**config.mk**
```make
export PLATFORM = sky130hd
export DESIGN_NAME = hash_cmd_guard
export DESIGN_NICKNAME = d
export VERILOG_FILES = /design/src/rtl/hcg_pkg.sv /design/src/rtl/hcg_cmd_rules.sv /design/src/rtl/hcg_cfg_rules.sv /design/src/rtl/hcg_phase_fsm.sv /design/src/rtl/hash_cmd_guard.sv
export SDC_FILE = /design/constraint.sdc
export NUM_CORES = 1
export LEC_CHECK = 0
export ABC_AREA = 1
export CAP_MARGIN = 10
export CORE_MARGIN = 10
export CORE_UTILIZATION = 40
export CTS_CLUSTER_SIZE = 25
export DETAILED_ROUTE_END_ITERATION = 10
export DONT_BUFFER_PORTS = 1
export PLACE_DENSITY = 0.58
export SLEW_MARGIN = 20
export SYNTH_ARGS = -nofsm -noshare
export SYNTH_HDL_FRONTEND = slang
export SYNTH_SLANG_ARGS = --single-unit
```
**constraint.sdc**
```tcl
create_clock -name clk_i -period 1.63 [get_ports clk_i]
set_input_delay 0.2445 -clock clk_i [delete_from_list [all_inputs] [get_ports clk_i]]
set_output_delay 0.2445 -clock clk_i [all_outputs]
set_load 0.005 [all_outputs]
```
**src/rtl/hcg_pkg.sv**
```systemverilog
// Shared encodings of the hash command sequence checker.
// Assumes: command, mode and strength codes arrive already decoded from
// software, and multi-bit flags use the patterns given here.
package hcg_pkg;

    localparam int CMD_W   = 3;
    localparam int MODE_W  = 2;
    localparam int STR_W   = 3;
    localparam int PHASE_W = 3;
    localparam int CODE_W  = 3;
    localparam int MB_W    = 4;
    localparam int PFX_BYTES = 6;

    localparam logic [MB_W-1:0] MB_TRUE = 4'b0110;
    localparam logic [MB_W-1:0] ESC_OFF = 4'b1001;

    // Encoded MAC function name, byte 0 in the low bits.
    localparam logic [PFX_BYTES*8-1:0] MAC_NAME = 48'h43414D4B2001;

    localparam logic [CMD_W-1:0] CMD_NONE    = 3'd0;
    localparam logic [CMD_W-1:0] CMD_START   = 3'd1;
    localparam logic [CMD_W-1:0] CMD_PROCESS = 3'd2;
    localparam logic [CMD_W-1:0] CMD_RUN     = 3'd3;
    localparam logic [CMD_W-1:0] CMD_DONE    = 3'd4;

    localparam logic [MODE_W-1:0] MODE_SHA3   = 2'd0;
    localparam logic [MODE_W-1:0] MODE_SHAKE  = 2'd2;
    localparam logic [MODE_W-1:0] MODE_CSHAKE = 2'd3;

    localparam logic [STR_W-1:0] STR_128 = 3'd0;
    localparam logic [STR_W-1:0] STR_224 = 3'd1;
    localparam logic [STR_W-1:0] STR_256 = 3'd2;
    localparam logic [STR_W-1:0] STR_384 = 3'd3;
    localparam logic [STR_W-1:0] STR_512 = 3'd4;

    localparam logic [PHASE_W-1:0] PH_IDLE = 3'd0;
    localparam logic [PHASE_W-1:0] PH_FEED = 3'd1;
    localparam logic [PHASE_W-1:0] PH_PROC = 3'd2;
    localparam logic [PHASE_W-1:0] PH_ABS  = 3'd3;
    localparam logic [PHASE_W-1:0] PH_SQZ  = 3'd4;
    localparam logic [PHASE_W-1:0] PH_TERM = 3'd5;

    localparam logic [CODE_W-1:0] ERR_NONE = 3'd0;
    localparam logic [CODE_W-1:0] ERR_SEQ  = 3'd1;
    localparam logic [CODE_W-1:0] ERR_MODE = 3'd2;
    localparam logic [CODE_W-1:0] ERR_PFX  = 3'd3;
    localparam logic [CODE_W-1:0] ERR_RNG  = 3'd4;

endpackage

```
**src/rtl/hcg_cmd_rules.sv**
```systemverilog
// Decides whether the present command is legal in the present phase.
// Assumes: an unknown phase encoding and terminal error flag nothing.
module hcg_cmd_rules
    import hcg_pkg::*;
(
    input  logic [PHASE_W-1:0] phase_i,
    input  logic [CMD_W-1:0]   cmd_i,
    output logic               seq_err_o
);

    // Purpose: per-phase table of accepted commands.
    always_comb begin
        seq_err_o = 1'b0;
        case (phase_i)
            PH_IDLE: seq_err_o = !(cmd_i == CMD_NONE || cmd_i == CMD_START);
            PH_FEED: seq_err_o = !(cmd_i == CMD_NONE || cmd_i == CMD_PROCESS);
            PH_PROC: seq_err_o = (cmd_i != CMD_NONE);
            PH_ABS:  seq_err_o = !(cmd_i == CMD_NONE || cmd_i == CMD_RUN ||
                                   cmd_i == CMD_DONE);
            PH_SQZ:  seq_err_o = (cmd_i != CMD_NONE);
            default: seq_err_o = 1'b0;
        endcase
    end

endmodule

```
**src/rtl/hcg_cfg_rules.sv**
```systemverilog
// Validates mode/strength and the MAC prefix when a hash is started.
// Assumes: check_i is high only in the cycle of an idle-to-feed start.
module hcg_cfg_rules
    import hcg_pkg::*;
#(
    parameter int NBYTES = PFX_BYTES
) (
    input  logic                  check_i,
    input  logic                  kmac_en_i,
    input  logic [MODE_W-1:0]     mode_i,
    input  logic [STR_W-1:0]      strength_i,
    input  logic [NBYTES*8-1:0]   prefix_i,
    input  logic [NBYTES*8-1:0]   name_i,
    output logic                  mode_err_o,
    output logic                  pfx_err_o
);

    logic [NBYTES-1:0] byte_ok;
    logic              pair_ok;

    // Purpose: one comparator per prefix byte.
    for (genvar b = 0; b < NBYTES; b++) begin : g_byte
        assign byte_ok[b] = (prefix_i[b*8 +: 8] == name_i[b*8 +: 8]);
    end

    // Purpose: table of supported mode and strength pairs.
    always_comb begin
        pair_ok = 1'b0;
        case (mode_i)
            MODE_SHA3: pair_ok = (strength_i == STR_224) || (strength_i == STR_256) ||
                                 (strength_i == STR_384) || (strength_i == STR_512);
            MODE_SHAKE, MODE_CSHAKE:
                       pair_ok = (strength_i == STR_128) || (strength_i == STR_256);
            default:   pair_ok = 1'b0;
        endcase
    end

    assign mode_err_o = check_i && !pair_ok;
    assign pfx_err_o  = check_i && kmac_en_i && !(&byte_ok);

endmodule

```
**src/rtl/hcg_phase_fsm.sv**
```systemverilog
// Phase register of the command checker with block, escalation and clear.
// Assumes: block_i may depend on start_o but never on the final next state.
module hcg_phase_fsm
    import hcg_pkg::*;
(
    input  logic               clk_i,
    input  logic               rst_ni,
    input  logic [CMD_W-1:0]   cmd_i,
    input  logic               app_active_i,
    input  logic [MB_W-1:0]    absorbed_i,
    input  logic               perm_done_i,
    input  logic [MB_W-1:0]    escalate_i,
    input  logic [MB_W-1:0]    clear_err_i,
    input  logic               block_i,
    output logic               start_o,
    output logic [PHASE_W-1:0] phase_o
);

    logic [PHASE_W-1:0] phase_q, step_next, phase_d;

    // Purpose: transition wanted by the command flow alone.
    always_comb begin
        step_next = PH_TERM;
        case (phase_q)
            PH_IDLE: step_next = (cmd_i == CMD_START && !app_active_i) ? PH_FEED : PH_IDLE;
            PH_FEED: step_next = (cmd_i == CMD_PROCESS) ? PH_PROC : PH_FEED;
            PH_PROC: step_next = (absorbed_i == MB_TRUE) ? PH_ABS : PH_PROC;
            PH_ABS: begin
                if (cmd_i == CMD_RUN)       step_next = PH_SQZ;
                else if (cmd_i == CMD_DONE) step_next = PH_IDLE;
                else                        step_next = PH_ABS;
            end
            PH_SQZ:  step_next = perm_done_i ? PH_ABS : PH_SQZ;
            default: step_next = PH_TERM;
        endcase
    end

    assign start_o = (phase_q == PH_IDLE) && (step_next == PH_FEED);

    // Purpose: apply blocking, then escalation and clear overrides.
    always_comb begin
        if (block_i) phase_d = (phase_q > PH_TERM) ? PH_TERM : phase_q;
        else         phase_d = step_next;
        if (escalate_i != ESC_OFF)     phase_d = PH_TERM;
        else if (clear_err_i == MB_TRUE) phase_d = PH_IDLE;
    end

    // Purpose: state register with synchronous reset.
    always_ff @(posedge clk_i) begin
        if (!rst_ni) phase_q <= PH_IDLE;
        else         phase_q <= phase_d;
    end

    assign phase_o = phase_q;

endmodule

```
**src/rtl/hash_cmd_guard.sv**
```systemverilog
// Command sequence checker for a sponge hash/MAC engine: tracks phase,
// refuses illegal commands and reports a prioritised, registered error code.
// Assumes: one command per cycle; prefix byte 0 in the low bits.
module hash_cmd_guard
    import hcg_pkg::*;
#(
    parameter int NBYTES = PFX_BYTES,
    localparam int PW    = NBYTES * 8
) (
    input  logic               clk_i,
    input  logic               rst_ni,
    input  logic [CMD_W-1:0]   cmd_i,
    input  logic [MODE_W-1:0]  mode_i,
    input  logic [STR_W-1:0]   strength_i,
    input  logic [PW-1:0]      prefix_i,
    input  logic               kmac_en_i,
    input  logic               allow_unsup_i,
    input  logic               app_active_i,
    input  logic [MB_W-1:0]    absorbed_i,
    input  logic               perm_done_i,
    input  logic               rng_unready_i,
    input  logic [MB_W-1:0]    escalate_i,
    input  logic [MB_W-1:0]    clear_err_i,
    output logic               err_o,
    output logic [CODE_W-1:0]  err_code_o,
    output logic               block_o,
    output logic [PHASE_W-1:0] phase_o
);

    logic              seq_err, mode_err, pfx_err, start_w;
    logic [CODE_W-1:0] code_d, code_q;
    logic              err_q;

    hcg_cmd_rules u_cmd (
        .phase_i   (phase_o),
        .cmd_i     (cmd_i),
        .seq_err_o (seq_err)
    );

    hcg_cfg_rules #(.NBYTES(NBYTES)) u_cfg (
        .check_i    (start_w),
        .kmac_en_i  (kmac_en_i),
        .mode_i     (mode_i),
        .strength_i (strength_i),
        .prefix_i   (prefix_i),
        .name_i     (PW'(MAC_NAME)),
        .mode_err_o (mode_err),
        .pfx_err_o  (pfx_err)
    );

    hcg_phase_fsm u_fsm (
        .clk_i        (clk_i),
        .rst_ni       (rst_ni),
        .cmd_i        (cmd_i),
        .app_active_i (app_active_i),
        .absorbed_i   (absorbed_i),
        .perm_done_i  (perm_done_i),
        .escalate_i   (escalate_i),
        .clear_err_i  (clear_err_i),
        .block_i      (block_o),
        .start_o      (start_w),
        .phase_o      (phase_o)
    );

    // Purpose: errors that refuse the command; a prefix error does not.
    assign block_o = seq_err || (mode_err && !allow_unsup_i) || rng_unready_i;

    // Purpose: fixed-priority error code.
    always_comb begin
        if (seq_err)            code_d = ERR_SEQ;
        else if (mode_err)      code_d = ERR_MODE;
        else if (pfx_err)       code_d = ERR_PFX;
        else if (rng_unready_i) code_d = ERR_RNG;
        else                    code_d = ERR_NONE;
    end

    // Purpose: register the error report for one cycle.
    always_ff @(posedge clk_i) begin
        if (!rst_ni) begin
            err_q  <= 1'b0;
            code_q <= ERR_NONE;
        end else begin
            err_q  <= (code_d != ERR_NONE);
            code_q <= code_d;
        end
    end

    assign err_o      = err_q;
    assign err_code_o = code_q;

endmodule

```
Word level (Yosys, flattened, before mapping):

Cells that the tools add are included.

* bits of input ports: 75
* output and inout bits: 8
* register bits: 7

* equality and inequality tests: 26
* order comparisons: 1
* reductions and logical operators: 33
* muxes and demuxes: 17
* bitwise gates (word level): 1

Operators by type and width (number)
* == test 8 x 7 -> 1 bit (second input constant): 4
* 2-to-1 mux 3 bit: 10
* == test 3 x 2 -> 1 bit (second input constant): 6
* one-hot mux 3 bit (5 select lines): 1
* == test 3 x 1 -> 1 bit (second input constant): 4
* logical OR 1 bit: 10
* == test 3 bit (second input constant): 3
* logical NOT 3 bit: 3
* == test 4 x 3 -> 1 bit (second input constant): 2
* == test 8 x 1 -> 1 bit (second input constant): 1
* == test 8 x 6 -> 1 bit (second input constant): 1
* logical NOT 1 bit: 7
* logical AND 1 bit: 6
* AND reduction 6 bit: 1
* nonzero test 3 bit: 2
* == test 2 bit (second input constant): 2
* 2-to-1 mux 2 bit: 2
* inequality test 4 x 1 -> 1 bit (second input constant): 1
* inequality test 4 bit (second input constant): 1
* one-hot mux 1 bit (4 select lines): 1
* OR reduction 2 bit: 2
* > comparator 3 bit (second input constant): 1
* OR reduction 3 bit: 1
* logical NOT 2 bit: 1
* other kinds (4): 5

Longest topological paths before layout:

* depth after elaboration: 13
* gate-level depth with buffers: 12
* gate-level depth less buffers: 12

Cells and area by module:

From an unflattened synthesis, not the netlist that was laid out.

* cells, all modules: 317
* area total of the unflattened synthesis: 1448.9 um2

By module, submodules not included
* hcg_cfg_rules: area each 899.6 um2, cells each 212, sequential area each 0.0 um2, times used 1
* hcg_phase_fsm: area each 335.3 um2, cells each 69, sequential area each 60.1 um2, times used 1
* hash_cmd_guard: area each 142.6 um2, cells each 19, sequential area each 80.1 um2, times used 1
* hcg_cmd_rules: area each 71.3 um2, cells each 17, sequential area each 0.0 um2, times used 1

Least setup slack after synthesis:

OpenSTA, ideal clock, no wires.

* path kind: reg2reg
* from: reg u_fsm.phase_q[1], in the netlist u_fsm.phase_o[1]
* to: reg u_fsm.phase_q[0], in the netlist u_fsm.phase_o[0]
* arrival time: 1279 ps
* required time: 1521 ps
* period minus slack after synthesis: 1388 ps
* buffers on the path: 1
* stages on the path, launching flop included: 13
* slack: 242 ps
* path through: dfxtp_1 > buf_6 > nor2_4 > nand2_2 > or2_4 > nand2_4 > nor2_8 > nand3_4 > nand2_4 > nand3_1 > nand3_1 > nand2_1 > inv_1

* word-level cells in the longest chain between the ends: 11
* elaborated cells on any way between the ends: 19
* classes of those cells: order compare: 1; eq/ne: 6; mux: 5; reduce/logical: 7

RTL lines
* start, declared: RTL line hcg_phase_fsm.sv:19 `logic [PHASE_W-1:0] phase_q, step_next, phase_d;`
* start signal, assigned: RTL line hcg_phase_fsm.sv:51 `else phase_q <= phase_d;`
* == test 3 bit, or another cell as far along: RTL line hcg_cmd_rules.sv:14, hcg_phase_fsm.sv:24
* one-hot mux 3 bit (5 select lines): RTL line hcg_phase_fsm.sv:24 `case (phase_q)`
* == test 3 x 1 -> 1 bit: RTL line hcg_phase_fsm.sv:38 `assign start_o = (phase_q == PH_IDLE) && (step_next == PH_FEED);`
* logical AND 1 bit: RTL line hcg_phase_fsm.sv:38
* logical AND 1 bit: RTL line hcg_cfg_rules.sv:38 `assign mode_err_o = check_i && !pair_ok;`
* logical AND 1 bit: RTL line hash_cmd_guard.sv:66 `assign block_o = seq_err || (mode_err && !allow_unsup_i) || rng_unready_i;`
* logical OR 1 bit * (2 in a row): RTL line hash_cmd_guard.sv:66
* named net block_o: RTL line hash_cmd_guard.sv:26 `output logic block_o,`
* 2-to-1 mux 3 bit: RTL line hcg_phase_fsm.sv:42 `if (block_i) phase_d = (phase_q > PH_TERM) ? PH_TERM : phase_q;`
* 2-to-1 mux 3 bit: RTL line hcg_phase_fsm.sv:45 `else if (clear_err_i == MB_TRUE) phase_d = PH_IDLE;`
* 2-to-1 mux 3 bit: RTL line hcg_phase_fsm.sv:44 `if (escalate_i != ESC_OFF) phase_d = PH_TERM;`

The timed path passes the listed nets; every way through them passes the cells marked *.
A chain may end at the register's enable or synchronous reset.

Worst setup path in the final report:

* from: reg u_fsm.phase_q[0], in the netlist u_fsm.phase_o[0]
* to: out block_o

* word-level cells in the longest chain between the ends: 8
* elaborated cells on any way between the ends: 14
* classes of those cells: eq/ne: 5; mux: 2; reduce/logical: 7

RTL lines (RTL line)
* == test 3 bit, or another cell as far along: hcg_cmd_rules.sv:14, hcg_phase_fsm.sv:24
* one-hot mux 3 bit (5 select lines): hcg_phase_fsm.sv:24
* == test 3 x 1 -> 1 bit: hcg_phase_fsm.sv:38
* logical AND 1 bit: hcg_phase_fsm.sv:38
* logical AND 1 bit: hcg_cfg_rules.sv:38
* logical AND 1 bit: hash_cmd_guard.sv:66
* logical OR 1 bit * (2 in a row): hash_cmd_guard.sv:66
* end, declared: hash_cmd_guard.sv:26

Mark *: on every way between the ends. The rest lies on a longest branch, timed or not.

==> impl_metrics.env <==
export IMPL_drv_slew=0
export IMPL_dieArea_um2=4300
export IMPL_worst_r2r_cell_count=11
export IMPL_grt_pass1_vias=961
export IMPL_endpoint_kind="output pin"
export IMPL_drive_gt1_share_pct=19.3
export IMPL_synthFlopType="dfxtp_1"
export IMPL_pre_cts_ws_ns=0.102
export IMPL_antenna_found_initial=0
export IMPL_regToRegEndpoint="u_fsm.phase_o[0]"
export IMPL_min_to="u_fsm.phase_o[0]"
export IMPL_numCtsBuffers=3
export IMPL_synth_seq_area_share_pct=16.8
export IMPL_setup_viol=0
export IMPL_period_minus_slack_ns=1.54
export IMPL_worstPathCellList="nor2_4 > nand2_2 > or2_4 > nand2_4 > nor2_8 > nand3_4"
export IMPL_dp_final_hpwl_mm=2.50
export IMPL_grt_pass1_wl_mm=4.20
export IMPL_syn_area_um2=832
export IMPL_worstHoldPathCells=2
export IMPL_yosysUniqueCellTypes=28
export IMPL_maxCapViolCount=0
export IMPL_hp_class="input pin to flip-flop"
export IMPL_yosysTopAreaCell="dfxtp_1"
export IMPL_clkSinkCount=7
export IMPL_initial_core_util_pct=42.4
export IMPL_routed_wl_mm=2.73
export IMPL_ys_warn_count=0
export IMPL_gp_congestion=0.874
export IMPL_portBuffers=0
export IMPL_synth_top_area_share_pct=16.8
export IMPL_drc=0
export IMPL_rows=16
export IMPL_ys_ff_latch=7
export IMPL_crit_type="flip-flop to output pin"
export IMPL_synth_edf_count=0
export IMPL_p_per_area_nw_per_um2=523
export IMPL_worst_pin_slew_ns=0.317
export IMPL_cellLeakagePower_nw=0.387
export IMPL_path_buf_inv=0
export IMPL_root_buffer="clkbuf_4"
export IMPL_critPathLaunchType="flip-flop"
export IMPL_io_pins=83
export IMPL_clk_latency_ns=0.26
export IMPL_wire_per_inst_um=15.9
export IMPL_max_freq_ghz=0.650
export IMPL_yosysMostFrequentCell="nand2_1"
export IMPL_hold_ws_ns=0.0837
export IMPL_die_h_um=65.6
export IMPL_slowest_delay_ns=0.36
export IMPL_finalHoldViolations=0
export IMPL_synthArstFlopShare_pct=0
export IMPL_slowest_stage="dfxtp_2"
export IMPL_clock_path_buffers=2
export IMPL_required_ns=1.39
export IMPL_track_usage_pct=12.0
export IMPL_finalClockSkew_ns=0.0145
export IMPL_status="complete, no violations"
export IMPL_synthToLayoutAreaGrowth_pct=10.4
export IMPL_vias=906
export IMPL_peakVddDrop_mv=0.319
export IMPL_detail_route_antenna_nets=0
export IMPL_synthCells=139
export IMPL_min_delay_start="rst_ni"
export IMPL_cts_tree="done"
export IMPL_cp_top_family="simple AND/OR/NAND/NOR gates"
export IMPL_reg2reg_setup_slack_ns=0.20
export IMPL_syn_avg_cell_area_um2=5.99
export IMPL_n_fill_cell=238
export IMPL_worst_slack_ns=0.0917
export IMPL_rsz0062_at_grt="no"
export IMPL_grt_overflow=0
export IMPL_ctsHtreeMaxLevel=1
export IMPL_arrival_ns=1.29
export IMPL_avgViaCountPerCell=5.27
export IMPL_grt_max_degree=9
export IMPL_crit_fanout=5
export IMPL_reg2reg_from="u_fsm.phase_o[0]"
export IMPL_core_area_um2=1960
export IMPL_firstDrtPassIters=6
export IMPL_num_antenna_cells=0
export IMPL_fin_nets=221
export IMPL_setup_tns_ns=0
export IMPL_min_period_over_period_pct=94.4
export IMPL_drtIter0Drc=38
export IMPL_synth_commonest_cells="nand2_1, inv_1, nor2_1"
export IMPL_synth_area_leaders="dfxtp_1, nand2_1, inv_1"
export IMPL_cts_hold_buffers=0
export IMPL_die_x_um=65.6
export IMPL_syn_num_nets=214
export IMPL_max_slew_margin_rel_pct=78.8
export IMPL_clkTransAtPathRegs_ns=0.06
## through the flow
stage                     power (mW)  cell area, µm²  util [%]  instances
after global routing           0.508             918      46.8        172
after detailed placement       0.321             877      44.7        168
after floorplan                0.297             832         -        139
after global placement         0.318             877      44.7        168
final                          0.480             918      46.8        172
after CTS                      0.481             906      46.2        172
## final cells by class
type                    instances  area (µm²)  area share, %
repair buffers                  3        22.5           2.45
multi-input cells             105         592           64.4
well taps                      27        33.8           3.68
clock buffers                   4        26.3           2.86
flip-flops and latches          7         146           15.9
inverters                      26        97.6           10.6
## what timing repair did
item,4_1_cts,5_1_grt
buffers inserted,0,0
resized for setup,2,4
endpoints found under the setup margin,1,1
## report_power, final
part	switching, mW	leakage (nW)	internal (mW)
clock network	0.0679	0.0150	0.0936
registers	0.0107	0.0588	0.180
logic	0.0745	0.313	0.0533
## state kept, by name, indices dropped and copies added, names as in the netlist
name           count
err_code_o         3
u_fsm.phase_o      3
err_o              1
## placed cells by master, fill, tap and decap left out, drive strengths merged, types with 3 or more instances in the layout
cell and instances:
nor4 5, nor3b 3, nor2 24, nand2 32, o21ai 3, nand3 19
nand4 7, nor3 3, buf 3, clkbuf 4, dfxtp 7, inv 26
## per-layer routing
layer / share of wire, % / up-vias / GRT usage (%)
met2: 50 / 45 / 20.4
li1: - / 469 / -
met4: 1.1 / 0 / 4.28
met1: 35 / 388 / 12.0
met5: 0 / - / 0
met3: 15 / 4 / 6.95
## cells by family (layout without fill, tap and decap cells)
| logic type | count (synthesis) | count (layout) | synth area share (%) |
|---|---|---|---|
| AO/OA/AOI/OAI | 8 | 8 | 5.41 |
| flip-flops | 7 | 7 | 16.8 |
| AND/OR/NAND/NOR | 97 | 97 | 64.7 |
| buffers and inverters | 27 | 33 | 13.1 |
## worst max path at each step
stage | start | to | slack, ns | cells after the start
2_1_floorplan | u_fsm.phase_o[1] | u_fsm.phase_o[0] | 0.24 | 12
5_1_grt | u_fsm.phase_o[0] | block_o | 0.01 | 6
3_3_place_gp | u_fsm.phase_o[0] | u_fsm.phase_o[0] | 0.13 | 11
3_5_place_dp | u_fsm.phase_o[0] | u_fsm.phase_o[0] | 0.10 | 11
4_1_cts | u_fsm.phase_o[2] | block_o | 0.01 | 5
6_report | u_fsm.phase_o[0] | block_o | 0.09 | 6
Power figures use the tool's default switching activity.
